`src/rtl/cmaint_pkg.sv`:
```
package cmaint_pkg;
    typedef enum logic [1:0] {ST_IDLE, ST_FULL, ST_LINE} seq_state_t;

    localparam logic [2:0] OP_CLEAN = 3'b001;
    localparam logic [2:0] OP_INVAL = 3'b010;
    localparam logic [2:0] OP_CLINV = 3'b011;
    localparam logic [2:0] OP_FULL  = 3'b100;

    localparam logic [7:0] OFS_CTRL = 8'h00;
    localparam logic [7:0] OFS_STAT = 8'h04;
    localparam logic [7:0] OFS_IEN  = 8'h08;
    localparam logic [7:0] OFS_FCLR = 8'h0C;
    localparam logic [7:0] OFS_LO   = 8'h28;
    localparam logic [7:0] OFS_HI   = 8'h2C;
endpackage

```
`src/rtl/cmaint_seq.sv`:
```
module cmaint_seq
    import cmaint_pkg::*;
#(
    parameter int LINE_W = 28
) (
    input  logic              clk,
    input  logic              rst_n,
    input  logic              inv_pend,
    input  logic              cmd_pend,
    input  logic [2:0]        cmd_code,
    input  logic [LINE_W-1:0] rng_lo,
    input  logic [LINE_W-1:0] rng_hi,
    input  logic              port_ack,
    input  logic              port_err,
    output logic              take_inv,
    output logic              take_cmd,
    output logic              inv_busy,
    output logic              cmd_busy,
    output logic              ev_inv_done,
    output logic              ev_cmd_done,
    output logic              ev_err,
    output logic              port_req,
    output logic [2:0]        port_op,
    output logic [LINE_W-1:0] port_line
);
    seq_state_t        state_q, state_d;
    logic [LINE_W-1:0] cur_q;
    logic              ld_cur, adv_cur;

    // state register and line cursor
    always_ff @(posedge clk or negedge rst_n) begin
        if (!rst_n) begin
            state_q <= ST_IDLE;
            cur_q   <= '0;
        end else begin
            state_q <= state_d;
            if (ld_cur)       cur_q <= rng_lo;
            else if (adv_cur) cur_q <= cur_q + 1'b1;
        end
    end

    // next state and outputs
    always_comb begin
        state_d     = state_q;
        ld_cur      = 1'b0;
        adv_cur     = 1'b0;
        take_inv    = 1'b0;
        take_cmd    = 1'b0;
        inv_busy    = 1'b0;
        cmd_busy    = 1'b0;
        ev_inv_done = 1'b0;
        ev_cmd_done = 1'b0;
        ev_err      = 1'b0;
        port_req    = 1'b0;
        port_op     = 3'b000;
        port_line   = '0;
        unique case (state_q)
            ST_IDLE: begin
                if (inv_pend) begin
                    take_inv = 1'b1;
                    state_d  = ST_FULL;
                end else if (cmd_pend) begin
                    take_cmd = 1'b1;
                    if (rng_hi < rng_lo) begin
                        ev_cmd_done = 1'b1;
                    end else begin
                        ld_cur  = 1'b1;
                        state_d = ST_LINE;
                    end
                end
            end
            ST_FULL: begin
                inv_busy = 1'b1;
                port_req = 1'b1;
                port_op  = OP_FULL;
                if (port_ack) begin
                    ev_inv_done = 1'b1;
                    ev_err      = port_err;
                    state_d     = ST_IDLE;
                end
            end
            ST_LINE: begin
                cmd_busy  = 1'b1;
                port_req  = 1'b1;
                port_op   = cmd_code;
                port_line = cur_q;
                if (port_ack) begin
                    ev_err = port_err;
                    if (cur_q == rng_hi) begin
                        ev_cmd_done = 1'b1;
                        state_d     = ST_IDLE;
                    end else begin
                        adv_cur = 1'b1;
                    end
                end
            end
            default: state_d = ST_IDLE;
        endcase
    end

    // a waiting request holds its line
    p_req_hold_r6: assert property (@(posedge clk) disable iff (!rst_n)
        port_req && !port_ack |=> port_req && $stable(port_line));

    // walked lines stay inside the programmed range
    p_line_in_range_r6: assert property (@(posedge clk) disable iff (!rst_n)
        cmd_busy |-> (port_line >= rng_lo) && (port_line <= rng_hi));
endmodule

```
`src/rtl/cmaint_regs.sv`:
```
module cmaint_regs
    import cmaint_pkg::*;
#(
    parameter int LINE_OFS = 4,
    localparam int LINE_W = 32 - LINE_OFS
) (
    input  logic              clk,
    input  logic              rst_n,
    input  logic              bus_we,
    input  logic [7:0]        bus_addr,
    input  logic [31:0]       bus_wdata,
    output logic [31:0]       bus_rdata,
    input  logic              take_inv,
    input  logic              take_cmd,
    input  logic              inv_busy,
    input  logic              cmd_busy,
    input  logic              ev_inv_done,
    input  logic              ev_cmd_done,
    input  logic              ev_err,
    output logic              inv_pend,
    output logic              cmd_pend,
    output logic [2:0]        cmd_code,
    output logic [LINE_W-1:0] rng_lo,
    output logic [LINE_W-1:0] rng_hi,
    output logic              irq
);
    logic       en_q;
    logic       f_inv_done, f_err, f_cmd_done;
    logic [2:0] ien_q;   // {cmd done, error, full done}
    logic       wr_ctrl, wr_fclr, code_ok;

    assign wr_ctrl = bus_we && (bus_addr == OFS_CTRL);
    assign wr_fclr = bus_we && (bus_addr == OFS_FCLR);
    assign code_ok = (bus_wdata[10:8] == OP_CLEAN) || (bus_wdata[10:8] == OP_INVAL)
                  || (bus_wdata[10:8] == OP_CLINV);

    always_ff @(posedge clk or negedge rst_n) begin
        if (!rst_n) begin
            en_q       <= 1'b0;
            inv_pend   <= 1'b0;
            cmd_pend   <= 1'b0;
            cmd_code   <= 3'b000;
            rng_lo     <= '0;
            rng_hi     <= '0;
            ien_q      <= 3'b000;
            f_inv_done <= 1'b0;
            f_err      <= 1'b0;
            f_cmd_done <= 1'b0;
        end else begin
            if (wr_ctrl) begin
                en_q <= bus_wdata[0];
                if (!cmd_busy) cmd_code <= bus_wdata[10:8];
            end
            if (take_inv)                             inv_pend <= 1'b0;
            else if (wr_ctrl && bus_wdata[1] && en_q) inv_pend <= 1'b1;
            if (take_cmd)
                cmd_pend <= 1'b0;
            else if (wr_ctrl && bus_wdata[11] && en_q && !inv_busy && !cmd_busy && code_ok)
                cmd_pend <= 1'b1;
            if (bus_we && bus_addr == OFS_LO)  rng_lo <= bus_wdata[31:LINE_OFS];
            if (bus_we && bus_addr == OFS_HI)  rng_hi <= bus_wdata[31:LINE_OFS];
            if (bus_we && bus_addr == OFS_IEN) ien_q  <= {bus_wdata[4], bus_wdata[2], bus_wdata[1]};
            // set beats clear
            if (ev_inv_done)                    f_inv_done <= 1'b1;
            else if (wr_fclr && bus_wdata[1])   f_inv_done <= 1'b0;
            if (ev_err)                         f_err      <= 1'b1;
            else if (wr_fclr && bus_wdata[2])   f_err      <= 1'b0;
            if (ev_cmd_done)                    f_cmd_done <= 1'b1;
            else if (wr_fclr && bus_wdata[4])   f_cmd_done <= 1'b0;
        end
    end

    assign irq = (f_inv_done && ien_q[0]) || (f_err && ien_q[1]) || (f_cmd_done && ien_q[2]);

    always_comb begin
        unique case (bus_addr)
            OFS_CTRL: bus_rdata = {20'b0, cmd_pend, cmd_code, 6'b0, inv_pend, en_q};
            OFS_STAT: bus_rdata = {27'b0, f_cmd_done, cmd_busy, f_err, f_inv_done, inv_busy};
            OFS_IEN:  bus_rdata = {27'b0, ien_q[2], 1'b0, ien_q[1], ien_q[0], 1'b0};
            OFS_LO:   bus_rdata = {rng_lo, {LINE_OFS{1'b0}}};
            OFS_HI:   bus_rdata = {rng_hi, {LINE_OFS{1'b0}}};
            default:  bus_rdata = 32'b0;
        endcase
    end

    p_inv_needs_en_r2: assert property (@(posedge clk) disable iff (!rst_n)
        $rose(inv_pend) |-> $past(en_q));

    p_start_drop_r5: assert property (@(posedge clk) disable iff (!rst_n)
        $rose(cmd_busy) |-> !cmd_pend);

    p_inv_clear_r3: assert property (@(posedge clk) disable iff (!rst_n)
        $rose(inv_busy) |-> !inv_pend);

    p_full_done_r4: assert property (@(posedge clk) disable iff (!rst_n)
        $fell(inv_busy) |-> f_inv_done);

    p_code_frozen_r8: assert property (@(posedge clk) disable iff (!rst_n)
        cmd_busy && $past(cmd_busy) |-> $stable(cmd_code));

    p_set_wins_r10: assert property (@(posedge clk) disable iff (!rst_n)
        ev_cmd_done |=> f_cmd_done);
endmodule

```
`src/rtl/cmaint_ctrl.sv`:
```
module cmaint_ctrl
    import cmaint_pkg::*;
#(
    parameter int LINE_OFS = 4,
    localparam int LINE_W = 32 - LINE_OFS
) (
    input  logic              clk,
    input  logic              rst_n,
    input  logic              bus_we,
    input  logic [7:0]        bus_addr,
    input  logic [31:0]       bus_wdata,
    output logic [31:0]       bus_rdata,
    output logic              cport_req,
    output logic [2:0]        cport_op,
    output logic [LINE_W-1:0] cport_line,
    input  logic              cport_ack,
    input  logic              cport_err,
    output logic              irq
);
    logic              take_inv, take_cmd, inv_busy, cmd_busy;
    logic              ev_inv_done, ev_cmd_done, ev_err;
    logic              inv_pend, cmd_pend;
    logic [2:0]        cmd_code;
    logic [LINE_W-1:0] rng_lo, rng_hi;

    cmaint_regs #(.LINE_OFS(LINE_OFS)) u_regs (
        .clk(clk), .rst_n(rst_n),
        .bus_we(bus_we), .bus_addr(bus_addr), .bus_wdata(bus_wdata), .bus_rdata(bus_rdata),
        .take_inv(take_inv), .take_cmd(take_cmd), .inv_busy(inv_busy), .cmd_busy(cmd_busy),
        .ev_inv_done(ev_inv_done), .ev_cmd_done(ev_cmd_done), .ev_err(ev_err),
        .inv_pend(inv_pend), .cmd_pend(cmd_pend), .cmd_code(cmd_code),
        .rng_lo(rng_lo), .rng_hi(rng_hi), .irq(irq)
    );

    cmaint_seq #(.LINE_W(LINE_W)) u_seq (
        .clk(clk), .rst_n(rst_n),
        .inv_pend(inv_pend), .cmd_pend(cmd_pend), .cmd_code(cmd_code),
        .rng_lo(rng_lo), .rng_hi(rng_hi),
        .port_ack(cport_ack), .port_err(cport_err),
        .take_inv(take_inv), .take_cmd(take_cmd),
        .inv_busy(inv_busy), .cmd_busy(cmd_busy),
        .ev_inv_done(ev_inv_done), .ev_cmd_done(ev_cmd_done), .ev_err(ev_err),
        .port_req(cport_req), .port_op(cport_op), .port_line(cport_line)
    );
endmodule

```
`config.mk`:
```
export PLATFORM = sky130hd
export DESIGN_NAME = cmaint_ctrl
export DESIGN_NICKNAME = d
export VERILOG_FILES = /design/src/rtl/cmaint_pkg.sv /design/src/rtl/cmaint_seq.sv /design/src/rtl/cmaint_regs.sv /design/src/rtl/cmaint_ctrl.sv
export SDC_FILE = /design/constraint.sdc
export NUM_CORES = 1
export LEC_CHECK = 0
export BUFFER_PORTS_ARGS = -buffer_cell sky130_fd_sc_hd__buf_2
export CORE_MARGIN = 8
export CORE_UTILIZATION = 50
export DETAILED_ROUTE_END_ITERATION = 12
export PLACE_DENSITY = 0.72
export SLEW_MARGIN = 20
export SYNTH_ARGS = -nofsm -noshare
export SYNTH_HDL_FRONTEND = slang
export SYNTH_SLANG_ARGS = --single-unit
```
`constraint.sdc`:
```
create_clock -name clk -period 3.95 [get_ports clk]
set_input_delay 1.185 -clock clk [delete_from_list [all_inputs] [get_ports clk]]
set_output_delay 1.185 -clock clk [all_outputs]
set_load 0.02 [all_outputs]
```
Word level (Yosys, flattened, before mapping)
Index checks and enable logic that the tools add are counted.
{"block": "totals", "word_cells": 113, "register_bits": 98, "output_inout_bits": 65, "inputBits": 45}
{"block": "op_classes", "eq_ne": 16, "n_lt_le_gt_ge": 1, "reduce_logical": 35, "mux": 47, "bitwise": 1, "add_sub_neg": 1}
{"cell": "32-bit case mux with 5 select lines", "n": 1}
{"cell": "28-bit two-way mux", "n": 3}
{"cell": "1-bit two-way mux", "n": 34}
{"cell": "28-bit by 1-bit adder with 28-bit output, second input constant", "n": 1}
{"cell": "28-bit equality test", "n": 1}
{"cell": "28-bit < comparator", "n": 1}
{"cell": "1-bit logical AND", "n": 18}
{"cell": "8-bit by 4-bit equality test with 1-bit output, second input constant", "n": 2}
{"cell": "8-bit by 6-bit equality test with 1-bit output, second input constant", "n": 2}
{"cell": "2-bit two-way mux", "n": 6}
{"cell": "2-bit nonzero test", "n": 6}
{"cell": "8-bit by 3-bit equality test with 1-bit output, second input constant", "n": 1}
{"cell": "8-bit logical NOT", "n": 1}
{"cell": "3-bit by 2-bit equality test with 1-bit output, second input constant", "n": 2}
{"cell": "3-bit != test, second input constant", "n": 2}
{"cell": "2-bit case mux with 3 select lines", "n": 1}
{"cell": "3-bit case mux with 2 select lines", "n": 1}
{"cell": "5-bit AND reduction", "n": 1}
{"cell": "1-bit logical OR", "n": 4}
{"cell": "2-bit != test, second input constant", "n": 2}
{"cell": "3-bit by 1-bit equality test with 1-bit output, second input constant", "n": 1}
{"cell": "2-bit by 1-bit equality test with 1-bit output, second input constant", "n": 1}
{"cell": "2-bit equality test, second input constant", "n": 1}
{"cell": "1-bit logical NOT", "n": 2}
{"cell": "other kinds (6)", "n": 6}

Longest topological paths before layout
Gate-level depths: netlist of the first run.
{"block": "logic_depth", "word_depth": 9, "mapped_depth": 9}

Hierarchy
A second synthesis of the first run with hierarchy kept.
{"block": "unflattened", "cells_unflattened": 594, "area_unflattened_um2": 6409.9}
{"mod": "cmaint_regs", "area_each_um2": 3229.3, "cells_per_inst": 213, "instances": 1, "seq_area_each_um2": 1701.6}
{"mod": "cmaint_seq", "area_each_um2": 3180.6, "cells_per_inst": 381, "instances": 1, "seq_area_each_um2": 750.7}

Least setup slack after synthesis of the first run
Ideal clock, no wire load.
{"block": "synth_path", "path_kind": "input port to output port", "start": "input port bus_addr[4]", "end": "output port bus_rdata[0]", "slack_ns": 0.134, "arrival_ns": 2.631, "path_stages": 3, "cell_sequence": "or4_4 or3_1 nor3_1"}
{"block": "synth_via", "elab_chain_len": 2, "word_cells_on_any_way": 6, "classes_between": "eq/ne: 4; mux: 1; reduce/logical: 1"}
{"element": "start: declaration", "line_no": "cmaint_ctrl.sv:10", "text": "input logic [7:0] bus_addr,"}
{"element": "8-bit by 6-bit equality test with 1-bit output (tied with other cells)", "line_no": "cmaint_regs.sv:76", "text": "unique case (bus_addr)"}
{"element": "32-bit case mux with 5 select lines *", "line_no": "cmaint_regs.sv:76"}
{"element": "end: declaration", "line_no": "cmaint_ctrl.sv:12", "text": "output logic [31:0] bus_rdata,"}
Mark *: on every way between the ends. The rest lies on a longest branch, timed or not.

Worst setup path in the final report of the first run
{"block": "layout_path", "start": "input port bus_addr[1]", "end": "output port bus_rdata[9]"}
The elaborated chain is that of the path after synthesis.

==> results of run 1 <==
-- through the flow --
stage,util,hold slack (ps),worst slack (ps)
after floorplan,-,489,134
after global placement,0.562,503,6.30
after detailed placement,0.562,519,-37.2
after CTS,0.586,534,0.726
after global routing,0.589,558,-2.12
final,0.589,545,42.3
-- worst reg2reg max path: stages (launching register included) --
cell,delay [ps]
dfrtp_1,410
inv_1,80
ha_1,320
nand4_1,200
nor4_1,470
nand2_1,150
o211ai_2,510
nand2_2,510
o22a_1,370
-- repair_timing --
item / CTS / global route
pin swaps: 1 / 3
hold buffers: 0 / 0
gates resized for setup: 4 / 9
setup endpoints to repair: 10 / 6
cloned: 0 / 0
setup buffers: 1 / 0
-- registers in the layout (all words and copies together) (netlist names) --
signal and cells:
u_regs.en_q 1, u_regs.inv_pend 1, u_regs.f_cmd_done 1, u_regs.f_inv_done 1, u_regs.rng_lo 28, u_regs.cmd_pend 1, u_regs.rng_hi 28, u_regs.ien_q 3
u_regs.cmd_code 3, u_seq.state_q 2, u_seq.cur_q 28, u_regs.f_err 1
-- path summary, 6_finish.rpt --
check / end / slack [ps] / cells after the start
worst max-delay path: bus_rdata[9] / 40 / 7
max in group asynchronous: u_regs.rng_hi[18]$_DFFE_PN0P_ / 2260 / 2
min in group asynchronous: u_regs.rng_lo[9]$_DFFE_PN0P_ / 880 / 1
worst max register to register: u_seq.cur_q[10]$_DFFE_PN0P_ / 810 / 8
worst min register to register: u_regs.f_inv_done$_DFFE_PN0P_ / 540 / 1
worst min-delay path: u_regs.f_inv_done$_DFFE_PN0P_ / 540 / 1
-- cell families after synthesis --
family / Yosys count
and+or+nand+nor: 222
AOI/OAI and AO/OA: 138
DFF: 98
buffers and inverters: 71
muxes: 63
xor gates and xnor gates: 39
adders and majority gates: 31
-- routing by layer --
| metal | vias up | track usage | wire length, um |
|---|---|---|---|
| met2 | 194 | 0.381 | 9170 |
| met3 | 37 | 0.0353 | 1030 |
| li1 | 2582 | - | - |
| met5 | - | 0 | 0 |
| met4 | 0 | 0.117 | 487 |
| met1 | 2718 | 0.281 | 7790 |
-- cells in the mapped netlist (15+ instances only) --
library cell  number
mux2i_1           27
dfrtp_1           98
nand2_1           61
mux2_2            16
mux2_4            20
and2_1            29
inv_1             38
ha_1              31
nand4_1           15
nor3_1            28
o21ai_0           40
a21oi_1           31
xnor2_1           39
nor2_1            38
-- final cells by class --
type	instances	area, um^2	area share
Multi-Input combinational cell	493	3640	0.491
Tap cell	172	215	0.0291
Inverter	38	143	0.0193
Clock buffer	13	260	0.0351
Timing Repair Buffer	124	687	0.0928
Sequential cell	98	2450	0.331
Clock inverter	2	12.5	0.00169
-- power breakdown --
group | total [W] | switching [W] | internal (W)
logic | 0.000239 | 0.000130 | 0.000109
registers | 0.00111 | 0.0000563 | 0.00105
clock network | 0.000843 | 0.000385 | 0.000458
total | 0.00219 | 0.000572 | 0.00162
==> run summary, run 1 <==
status: complete, no violations
Ant. Diodes: 0
fmax: 256 MHz
DP HPWL: 13.8 mm
commonest non-fill, non-tap cells in the layout: buf_2, dfrtp_1, nand2_1
first-pass GRT wire length: 29.8 mm
TritonCTS buffer count: 9
Fillers: 1107
Cell Rows: 41
max cap viols: 0
Synth top area share: 0.383
Ports: 110
Synth area leaders: dfrtp_1, ha_1, xnor2_1
Max Slew Vio Count: 0
Die Span Y: 129 um
Iter 0 DRT Violations: 415
Least-Margin Pin Slew: 1040 ps
synthesized instance count: 662
Cell Area, Synth: 6390 um^2
DRC Markers: 0
die area: 16700 um^2
Critical Path RT: 2760 ps
Total Power: 0.00219 W
Finished Layout Cells: 940
critical path cell sequence: buf_2, or4_4, nor2_2, and3_4, nand2_1, a21oi_1, buf_4
CTS tree: built
NumNets Final: 840
Syn-to-layout area delta: 15.8%
most used flip-flop cell after synthesis: dfrtp_1
GRT Total Usage: 0.228
async set-reset flop share out of synthesis: 1.00
synth unique cells: 66
post-synthesis compound-gate area fraction: 0.142
critical path class: input port to output port
GR Overflow Total: 0
crit-path leading delay family: simple AND/OR/NAND/NOR gates
Final Hold Vio Count: 0
Longest Clk Path Bufs: 2
crit path launch type: input port
HP Class: flip-flop to flip-flop
layout cells sized above 1: 0.257
mux share of post-synthesis cell area: 0.117
First-pass DRT Iterations: 7
Max-Slew Margin vs Limit: 0.308
Routed WL per cell: 19.6 um
setup TNS: 0 ps
Hold Crit Start: u_regs.f_inv_done$_DFFE_PN0P_
Worst VDD drop: 0.170 mV
H-tree depth: 3
Inst Count DP: 924
EDFF count, synth: 0
crit path DAT: 2720 ps
Yosys reg bits: 98
Power per Cell Area: 296 nW/um^2
Crit Path Max Fanout: 10
crit path from: bus_addr[1]
initial antenna violation count: 0
Die Width: 129 um
finished layout cell area: 7410 um^2
Yosys top cell by area: dfrtp_1
via count: 5531
via density per instance: 5.88
worst skew pair latency: 360 ps
area share of and/or/nand/nor cells after synthesis: 0.187
Placer Congestion: 0.901
commonest non-fill, non-tap cell in the layout: buf_2
Worst path slowest cell: or4_4
Buf+Inv Stages, Crit Path: 2
reg-to-reg startpoint: u_regs.rng_lo[26]$_DFFE_PN0P_
root buf cell: clkbuf_16
crit end category: output port
largest net degree at the start of global routing: 56
largest family of logic cells by synthesized area: simple AND/OR/NAND/NOR gates
static leakage: 3.47 nW
starting density of the core: 0.509
core box area: 12600 um^2
largest stage delay on the critical path: 540 ps
Synth Area in XOR/XNOR: 0.0534
area share of fa/ha/maj cells after synthesis: 0.0607
syn_nets: 738
Final ANT Viol Nets: 0
Final Skew: 14.1 ps
Tcrit/Tclk final: 0.989
Clock transition at path regs: 60 ps
IO Port Bufs: 108
clk sink count: 98
Final min period: 3910 ps
register area share after synthesis: 0.383
Finish-stage setup viols: 0
Post-Syn Area per Cell: 9.66 um^2
number of global-route vias before repair: 5875
YS warnings: 0
WL final: 18.5 mm
Post-Place Cell Area: 7070 um^2
No activity file was read; power rests on OpenSTA's default activity.
==> run 2: changes to the inputs <==
BUFFER_PORTS_ARGS = not set   (was -buffer_cell sky130_fd_sc_hd__buf_2)
DONT_BUFFER_PORTS = 1   (was not set)
GPL_TIMING_DRIVEN = 0   (was not set)
PLACE_DENSITY = not set   (was 0.72)
==> run 2 against run 1 <==
Compared with the run above:
- core utilization fell by 3.1 points
- final cell count fell by 9.6%
- design area fell by 5.2%
- worst setup slack got worse by 4.7 ps
==> run summary, run 2 (synthesis results as in run 1) <==
status: complete, no violations
Ant. Diodes: 0
Longest Clk Path Bufs: 2
Placer Congestion: 0.945
crit path launch type: input port
fmax: 256 MHz
setup TNS: 0 ps
Max-Slew Margin vs Limit: 0.416
static leakage: 2.98 nW
starting density of the core: 0.509
core box area: 12600 um^2
TritonCTS buffer count: 9
Final min period: 3910 ps
worst skew pair latency: 360 ps
crit end category: output port
Total Power: 0.00224 W
critical path cell sequence: buf_1, clkbuf_1, mux2i_1, nor2_2
crit path DAT: 2730 ps
crit-path leading delay family: buffers and inverters
Clock transition at path regs: 70 ps
number of global-route vias before repair: 5166
H-tree depth: 3
Finish-stage setup viols: 0
Max Slew Vio Count: 0
largest registers: u_regs.rng_hi (28), u_regs.rng_lo (28), u_seq.cur_q (28)
first-pass GRT wire length: 31.1 mm
die area: 16700 um^2
grt met2 use: 0.372
Inst Count DP: 834
WL final: 20.1 mm
Power per Cell Area: 319 nW/um^2
gr busiest metal: met2
root buf cell: clkbuf_16
layout cells sized above 1: 0.174
register area: 2450 um^2
GR Overflow Total: 0
RSZ-0062 raised after global routing: no
Die Width: 129 um
largest stage delay on the critical path: 550 ps
via count: 5215
Least-Margin Pin Slew: 873 ps
DRC Markers: 0
via density per instance: 6.14
commonest non-fill, non-tap cells in the layout: dfrtp_1, nand2_1, o21ai_0
Die Span Y: 129 um
hold slack: 521 ps
Worst VDD drop: 0.245 mV
GRT Total Usage: 0.249
Final ANT Viol Nets: 0
Multi-input gate area: 3670 um^2
Buf+Inv Stages, Crit Path: 2
Routed WL per cell: 23.7 um
Fillers: 1132
NumNets Final: 749
Crit Path Max Fanout: 10
Final Skew: 5.92 ps
Cell Rows: 41
initial antenna violation count: 0
Syn-to-layout area delta: 9.74%
HP Class: input port to async pin
GRT met1 Usage: 0.351
First-pass DRT Iterations: 5
total setup buffers inserted after CTS: 0
Worst path slowest cell: clkbuf_1
M3 GR Usage: 0.0575
CTS tree: built
finished layout cell area: 7020 um^2
max cap viols: 0
Iter 0 DRT Violations: 603
clk sink count: 98
hold buffers post-CTS: 0
Tcrit/Tclk final: 0.990
DP HPWL: 15.3 mm
commonest non-fill, non-tap cell in the layout: dfrtp_1
Critical Path RT: 2760 ps
Final Hold Vio Count: 0
Ports: 110
critical path class: input port to output port
Post-Place Cell Area: 6610 um^2
Finished Layout Cells: 850
largest net degree at the start of global routing: 99
IO Port Bufs: 0
## run 2: cell types whose count changed in the layout (fill, tap and decap cells not counted), moves of 3 or more
cell,before,now
nor2_1,38,18
a221oi_2,3,0
clkbuf_1,2,7
a221oi_1,3,6
a21oi_1,31,27
a21oi_2,1,5
nor2_2,1,21
buf_2,104,12
buf_4,18,2
## run 2: worst reg2reg max path, cell delays in order (launching register included)
cell and delay (ps):
dfrtp_1 370, inv_1 70, ha_1 310, a2111oi_0 370, o21ai_0 180, a221oi_1 520, o211ai_2 380, nand2_2 360
buf_2 310, a21oi_1 110
## run 2: routing by layer
| metal | routed length (um) | vias to the layer above |
|---|---|---|
| met2 | 8860 | 203 |
| met4 | 369 | 0 |
| met3 | 1510 | 24 |
| met5 | 0 | - |
| li1 | - | 2398 |
| met1 | 9400 | 2590 |
## run 2: worst paths after layout
path / from / slack (ps) / endpoint / cells after the start
setup / recovery: bus_addr[2] / 40 / bus_rdata[30] / 4
hold reg to reg: u_seq.state_q[1]$_DFFE_PN0P_ / 550 / u_seq.state_q[1]$_DFFE_PN0P_ / 1
setup reg to reg: u_regs.rng_lo[3]$_DFFE_PN0P_ / 840 / u_seq.cur_q[7]$_DFFE_PN0P_ / 9
min in group clk: u_seq.state_q[1]$_DFFE_PN0P_ / 550 / u_seq.state_q[1]$_DFFE_PN0P_ / 1
hold / removal: rst_n / 520 / u_regs.ien_q[2]$_DFFE_PN0P_ / 0
max in group asynchronous: rst_n / 3280 / u_seq.cur_q[13]$_DFFE_PN0P_ / 0
## run 2: metrics by stage
step	worst slack (ps)	utilization
2_1_floorplan	134	-
3_3_place_gp	-284	0.526
3_5_place_dp	-322	0.526
4_1_cts	-11.5	0.557
5_1_grt	5.63	0.558
6_report	37.6	0.558
## run 2: report_power, final
part	leakage, nW	switching [W]	total, W	internal (W)
clock network	0.146	0.000419	0.000933	0.000515
registers	1.10	0.0000667	0.00112	0.00105
logic	1.73	0.0000980	0.000185	0.0000873
total	2.98	0.000583	0.00224	0.00165
## run 2: final cells by class
type | instances | area share
Multi-Input combinational cell | 493 | 0.523
Sequential cell | 98 | 0.349
Clock buffer | 10 | 0.0341
Buffer | 33 | 0.0323
Tap cell | 172 | 0.0307
Inverter | 38 | 0.0203
Clock inverter | 6 | 0.0102
## run 2: what timing repair did
| item | 4_1_cts | 5_1_grt |
|---|---|---|
| pin swaps | 0 | 0 |
| gates resized for setup | 29 | 4 |
| endpoints found under the hold margin | 0 | 0 |
| endpoints found under the setup margin | 24 | 4 |
